File: src/rtl/deskew_pkg.sv
package deskew_pkg;

    // Action applied to the stored thermometer vector in one cycle
    typedef enum logic [2:0] {
        ACT_HOLD,
        ACT_UP,
        ACT_DOWN,
        ACT_CENTRE,
        ACT_LOAD,
        ACT_SHIFT
    } trim_act_e;

endpackage

File: src/rtl/deskew_rate_div.sv
// Update pacing: counts adjust-mode cycles and flags an update cycle.
module deskew_rate_div #(
    parameter int DIV_W = 8
) (
    input  logic             run,
    input  logic [DIV_W-1:0] cnt_q,
    input  logic [DIV_W-1:0] rate_div,
    output logic [DIV_W-1:0] cnt_d,
    output logic             tick
);

    always_comb begin
        tick  = run && (cnt_q >= rate_div);
        cnt_d = cnt_q;
        if (!run) begin
            cnt_d = '0;
        end else if (tick) begin
            cnt_d = '0;
        end else begin
            cnt_d = cnt_q + 1'b1;
        end
    end

endmodule

File: src/rtl/deskew_therm_next.sv
// Next-state of the thermometer vector for each action.
module deskew_therm_next
    import deskew_pkg::*;
#(
    parameter int TRIM_W = 7,
    parameter int LEVELS = 1 << TRIM_W
) (
    input  trim_act_e         act,
    input  logic [LEVELS-1:0] therm_q,
    input  logic [TRIM_W-1:0] load_code,
    input  logic              scan_in,
    output logic [LEVELS-1:0] therm_d
);

    localparam int CENTRE = LEVELS / 2;

    logic [LEVELS-1:0] load_vec;
    logic [LEVELS-1:0] centre_vec;

    // Binary to thermometer expansion for the preload and centre values
    generate
        for (genvar gi = 0; gi < LEVELS; gi++) begin : g_expand
            assign load_vec[gi]   = (TRIM_W'(gi) < load_code);
            assign centre_vec[gi] = (gi < CENTRE) ? 1'b1 : 1'b0;
        end
    endgenerate

    always_comb begin
        therm_d = therm_q;
        unique case (act)
            ACT_SHIFT:  therm_d = {therm_q[LEVELS-2:0], scan_in};
            ACT_LOAD:   therm_d = load_vec;
            ACT_CENTRE: therm_d = centre_vec;
            ACT_UP: begin
                // the top usable level is reached once bit LEVELS-2 is set
                if (!therm_q[LEVELS-2]) begin
                    therm_d = {therm_q[LEVELS-2:0], 1'b1};
                end
            end
            ACT_DOWN: begin
                if (therm_q[0]) begin
                    therm_d = {1'b0, therm_q[LEVELS-1:1]};
                end
            end
            default:    therm_d = therm_q;
        endcase
    end

endmodule

File: src/rtl/deskew_therm_check.sv
// Decode of the thermometer vector and its consistency check.
module deskew_therm_check #(
    parameter int TRIM_W = 7,
    parameter int LEVELS = 1 << TRIM_W
) (
    input  logic [LEVELS-1:0] therm,
    output logic [TRIM_W-1:0] setting,
    output logic              multi_edge
);

    logic [TRIM_W:0] ones;
    logic            seen_one_edge;
    logic            seen_two_edges;
    logic            below;

    // Population count, capped at the top level
    always_comb begin
        ones = '0;
        for (int i = 0; i < LEVELS; i++) begin
            ones = ones + {{TRIM_W{1'b0}}, therm[i]};
        end
        if (ones[TRIM_W]) begin
            setting = '1;
        end else begin
            setting = ones[TRIM_W-1:0];
        end
    end

    // Count 1-to-0 boundaries walking up from an implied 1 below bit 0
    // to an implied 0 above the top bit; a clean vector has exactly one.
    always_comb begin
        seen_one_edge  = 1'b0;
        seen_two_edges = 1'b0;
        below          = 1'b1;
        for (int i = 0; i < LEVELS; i++) begin
            if (below && !therm[i]) begin
                seen_two_edges = seen_two_edges | seen_one_edge;
                seen_one_edge  = 1'b1;
            end
            below = therm[i];
        end
        if (below) begin
            seen_two_edges = seen_two_edges | seen_one_edge;
            seen_one_edge  = 1'b1;
        end
        multi_edge = seen_two_edges;
    end

endmodule

File: src/rtl/deskew_trim_clamp.sv
// Adds the signed firmware offset and clamps to the delay line range.
module deskew_trim_clamp #(
    parameter int TRIM_W = 7,
    parameter int OFS_W  = 7
) (
    input  logic [TRIM_W-1:0]       setting,
    input  logic signed [OFS_W-1:0] offset,
    output logic [TRIM_W-1:0]       trim
);

    localparam int SUM_W = TRIM_W + 2;

    logic signed [SUM_W-1:0] sum;
    logic signed [SUM_W-1:0] ofs_ext;
    logic signed [SUM_W-1:0] top;

    always_comb begin
        ofs_ext = {{(SUM_W-OFS_W){offset[OFS_W-1]}}, offset};
        top     = $signed({2'b00, {TRIM_W{1'b1}}});
        sum     = $signed({2'b00, setting}) + ofs_ext;
        if (sum[SUM_W-1]) begin
            trim = '0;
        end else if (sum > top) begin
            trim = '1;
        end else begin
            trim = sum[TRIM_W-1:0];
        end
    end

endmodule

File: src/rtl/deskew_trim_ctrl.sv
// Skew trim controller for one zone of a clock distribution tree.
module deskew_trim_ctrl
    import deskew_pkg::*;
#(
    parameter int TRIM_W = 7,
    parameter int DIV_W  = 8,
    parameter int OFS_W  = 7
) (
    input  logic                    clk,
    input  logic                    rst_n,
    input  logic                    cmp_up,
    input  logic                    cmp_down,
    input  logic                    is_ref,
    input  logic                    freeze,
    input  logic [DIV_W-1:0]        rate_div,
    input  logic signed [OFS_W-1:0] fw_offset,
    input  logic                    tst_load,
    input  logic [TRIM_W-1:0]       tst_value,
    input  logic                    scan_shift,
    input  logic                    scan_in,
    output logic                    scan_out,
    output logic [TRIM_W-1:0]       trim_code,
    output logic                    therm_err
);

    localparam int LEVELS = 1 << TRIM_W;
    localparam int CENTRE = LEVELS / 2;

    typedef struct packed {
        logic [LEVELS-1:0] therm;
        logic [DIV_W-1:0]  cnt;
    } trim_state_t;

    trim_state_t st_d, st_q;

    logic              run;
    logic              step_tick;
    logic [DIV_W-1:0]  cnt_nx;
    logic [LEVELS-1:0] therm_nx;
    logic [LEVELS-1:0] therm_cur;
    logic [TRIM_W-1:0] setting;
    trim_act_e         act;

    assign therm_cur = st_q.therm;
    assign run       = !scan_shift && !tst_load && !is_ref && !freeze;

    deskew_rate_div #(.DIV_W(DIV_W)) rate_i (
        .run      (run),
        .cnt_q    (st_q.cnt),
        .rate_div (rate_div),
        .cnt_d    (cnt_nx),
        .tick     (step_tick)
    );

    // Mode priority: shift, preload, reference, freeze, then tracking
    always_comb begin
        act = ACT_HOLD;
        if (scan_shift) begin
            act = ACT_SHIFT;
        end else if (tst_load) begin
            act = ACT_LOAD;
        end else if (is_ref) begin
            act = ACT_CENTRE;
        end else if (freeze) begin
            act = ACT_HOLD;
        end else if (step_tick && (cmp_up ^ cmp_down)) begin
            act = cmp_up ? ACT_UP : ACT_DOWN;
        end
    end

    deskew_therm_next #(.TRIM_W(TRIM_W), .LEVELS(LEVELS)) next_i (
        .act       (act),
        .therm_q   (st_q.therm),
        .load_code (tst_value),
        .scan_in   (scan_in),
        .therm_d   (therm_nx)
    );

    deskew_therm_check #(.TRIM_W(TRIM_W), .LEVELS(LEVELS)) check_i (
        .therm      (st_q.therm),
        .setting    (setting),
        .multi_edge (therm_err)
    );

    deskew_trim_clamp #(.TRIM_W(TRIM_W), .OFS_W(OFS_W)) clamp_i (
        .setting (setting),
        .offset  (fw_offset),
        .trim    (trim_code)
    );

    always_comb begin
        st_d       = st_q;
        st_d.therm = therm_nx;
        st_d.cnt   = cnt_nx;
    end

    always_ff @(posedge clk or negedge rst_n) begin
        if (!rst_n) begin
            st_q.therm <= LEVELS'((LEVELS'(1) << CENTRE) - LEVELS'(1));
            st_q.cnt   <= '0;
        end else begin
            st_q <= st_d;
        end
    end

    assign scan_out = st_q.therm[LEVELS-1];

endmodule

File: config.mk
export PLATFORM = sky130hd
export DESIGN_NAME = deskew_trim_ctrl
export DESIGN_NICKNAME = d
export VERILOG_FILES = /design/src/rtl/deskew_pkg.sv /design/src/rtl/deskew_rate_div.sv /design/src/rtl/deskew_therm_next.sv /design/src/rtl/deskew_therm_check.sv /design/src/rtl/deskew_trim_clamp.sv /design/src/rtl/deskew_trim_ctrl.sv
export SDC_FILE = /design/constraint.sdc
export NUM_CORES = 1
export LEC_CHECK = 0
export ABC_AREA = 0
export BUFFER_PORTS_ARGS = -buffer_cell sky130_fd_sc_hd__buf_2
export CAP_MARGIN = 10
export CORE_MARGIN = 2
export CORE_UTILIZATION = 55
export DETAILED_ROUTE_END_ITERATION = 8
export PLACE_DENSITY = 0.7
export SYNTH_ARGS = -nofsm -noshare
export SYNTH_HDL_FRONTEND = slang
export SYNTH_SLANG_ARGS = --single-unit
File: constraint.sdc
create_clock -name clk -period 12.8 [get_ports clk]
set_input_delay 1.28 -clock clk [delete_from_list [all_inputs] [get_ports clk]]
set_output_delay 1.28 -clock clk [all_outputs]
set_load 0.005 [all_outputs]
==> summary.txt <==
Run status
  • Status: finished with violations
  • Failing checks: design-rule violations

Critical path
  • Worst Path Arrival: 10100 ps
  • Critical path's largest stage delay: 570 ps
  • CP endpoint kind: output port
  • Cell mode on critical path: fa_1
  • Slowest stage cell, crit path: fa_1
  • CP Data Required Time: roughly 12000 ps
  • R2R depth: 11
  • CP Launch Type: register
  • Worst setup path category: reg -> out
  • Crit path max fanout: 7

Place
  • Gpl congestion: roughly 0.95
  • Number of port buffers: 39
  • Final HPWL DP: 30100 um
  • Placed inst area: 0.0137 sq mm

Timing
  • Final TNS setup: 0 ps
  • Rel. slew slack: 15.6%
  • Max-slew violations: 0
  • Final setup fails: 0
  • Worst hold slack: 491 ps
  • Clk_skew: 13.9 ps
  • Period utilization: between 80% and 90%
  • Least-Margin Pin Slew: 1270 ps
  • Min cycle time layout: 11380 ps
  • RSZ-0062 raised after global routing: no
  • Final Hold Fails: 0
  • F_max: 87.8 MHz

Hold path
  • Hold/Removal Path Class: reg -> reg
  • Cell depth of the worst min-delay path: 2

Synth
  • Register bit total from synthesis: 136
  • Post-synthesis sequential area ratio: a little over a quarter
  • Synth Flop Type: dfrtp_1
  • Synth unique cells: about 70
  • Largest cells by area after synthesis: fa_1 17%, dfrtp_1 14%, dfstp_2 13%, a21oi_1 8.7%, inv_1 5.9%
  • Synthesized area per cell: 8.37 sq um
  • Syn Nets: between 1500 and 2000
  • YS warnings: 0
  • Top cell type by total area after synthesis: fa_1
  • Post-synth ARST share: 100%
  • Top cell type's share of synthesized area: ~17%
  • Cell area after synthesis: 0.0133 sq mm
  • EDFF count, synth: 0
  • Cell count after synthesis: 1593

Finish
  • Fin util: 60.6%
  • Diode count: 0
  • FILL cells: 2101
  • Final non-filler cell area: 0.0143 sq mm
  • Nets: 1767
  • Fraction of layout cells with a size suffix above 1: ~10%
  • Area Growth Syn to Fin: 7.45%

Clocking
  • CTS resizes: 0
  • Worst skew pair latency: about 450 ps
  • Worst-path clk slew: about 60 ps
  • CTS sink cnt: 136
  • Num CTS Buffers: 17
  • H-tree levels: 4
  • Root buffer cell: clkbuf_16
  • CTS tree: yes
  • CTS Hold Bufs: 0
  • CTS Buffer Depth: 2
  • Post-CTS setup buffers: 0

Drt
  • Antenna viol nets, final: 0
  • Vias per cell: 6.47
  • Initial DRC count: 1279
  • Pre-antenna DRT Iters: 8
  • Vias post-DR: 12300
  • Wire per inst: ~22 um
  • Total wire length: approximately 42000 um
  • DRC viols: 1

Global routing
  • Largest net degree at the start of global routing: between 100 and 150
  • Remaining global-route overflow: 0
  • Vias in the first global route: 12000
  • Initial antenna violation count: 0
  • Total GRT Usage: 33.5%
  • First-pass GRT wire length: 67000 um

Floorplanning
  • Die Y-Extent: 160 um
  • Die area: 0.0255 sq mm
  • Starting Density: a little under three fifths
  • # rows: 56
  • CORE AREA: 0.0236 sq mm
  • Ports: 40
  • Chip width: 160 um

Flow run
  • Max-cap violations: 0
==> through the flow <==
| step | std cells | worst slack (ps) |
|---|---|---|
| final | 1908 | 1420 |
| after global placement | 1876 | 2170 |
| after detailed placement | 1876 | 1900 |
| after CTS | 1908 | 1440 |
| after floorplan | 1593 | 2640 |
| after global routing | 1908 | 845 |
==> worst max-delay path, delay by kind of cell, from the launching register on <==
family	cells	cell delay, ps
XOR/XNOR	1	420
AO/OA/AOI/OAI	13	2290
adder cells (fa/ha/maj)	13	5980
flip-flops	1	560
buffers and inverters	3	260
AND/OR/NAND/NOR	1	150
==> metal layers <==
metal | global-route usage, % | part of all wire [%] | vias up
met3 | 7.27 | 9.0 | 135
met4 | 15.6 | 4.7 | 0
met2 | 50.9 | 45 | 595
li1 | - | - | 5557
met1 | 46.0 | 41 | 6049
met5 | 0 | 0 | -
==> kinds of logic (layout without fill, tap and decap cells) <==
logic type                 Yosys count  count (layout)  share of synthesized area, %
AOI/OAI and AO/OA                  514             514                          25.5
DFF                                136             136                          26.1
adders and majority gates          160             160                          21.6
xor gates and xnor gates            18              18                          1.18
muxes                                7               7                         0.526
and+or+nand+nor                    463             463                          16.7
buffers and inverters              295             291                          8.44
==> worst paths after layout <==
kind	start	slack, ps	endpoint
setup / recovery	therm_cur[1]	1420	trim_code[5]
hold / removal	therm_cur[51]	490	therm_cur[52]
setup reg to reg	st_q[0]	8810	therm_cur[58]
hold reg to reg	therm_cur[51]	490	therm_cur[52]
max in group asynchronous	rst_n	10610	therm_cur[64]
min in group asynchronous	rst_n	800	therm_cur[117]
==> sequential cells by signal, summed over array words and instances, names as in the netlist <==
register	cells
therm_cur	128
st_q	8
==> cells in the final DEF, fill, tap and decap left out, types with 19 or more instances in the layout <==
cell type	instances
inv_1	208
fa_1	116
nand2b_1	62
a22oi_1	19
a32oi_1	28
nand2_1	108
dfrtp_1	72
a221oi_1	66
nor2_1	186
ha_1	44
buf_2	38
o21ai_0	35
dfstp_2	64
a21oi_1	231
==> cell type report <==
class / count / area, sq um / area share (%)
sequential: 136 / 3480 / 24.3
inverter: 208 / 781 / 5.45
timing repair buffer: 51 / 292 / 2.04
clock inverter: 11 / 149 / 1.04
clock buffer: 21 / 462 / 3.22
multi-input combinational: 1162 / 8750 / 61.1
tap: 319 / 399 / 2.79
==> cells in the mapped netlist (all sizes together) (10+ instances only) <==
master,instances
a31oi,17
a22oi,19
nor4,14
nor3,18
clkbuf,74
fa,116
a221oi,66
a21oi,232
o21ai,42
nand4,16
nand2b,62
dfstp,64
buf,13
ha,44
o21bai,11
dfrtp,72
nor2,187
a222oi,13
inv,208
nand2,108
a32oi,28
xnor2,11
and2,12
nor2b,14
a2111oi,14
a21o,10
Power is not shown: default switching activity piles up to over one toggle a cycle in this logic, so the estimate is an artifact.
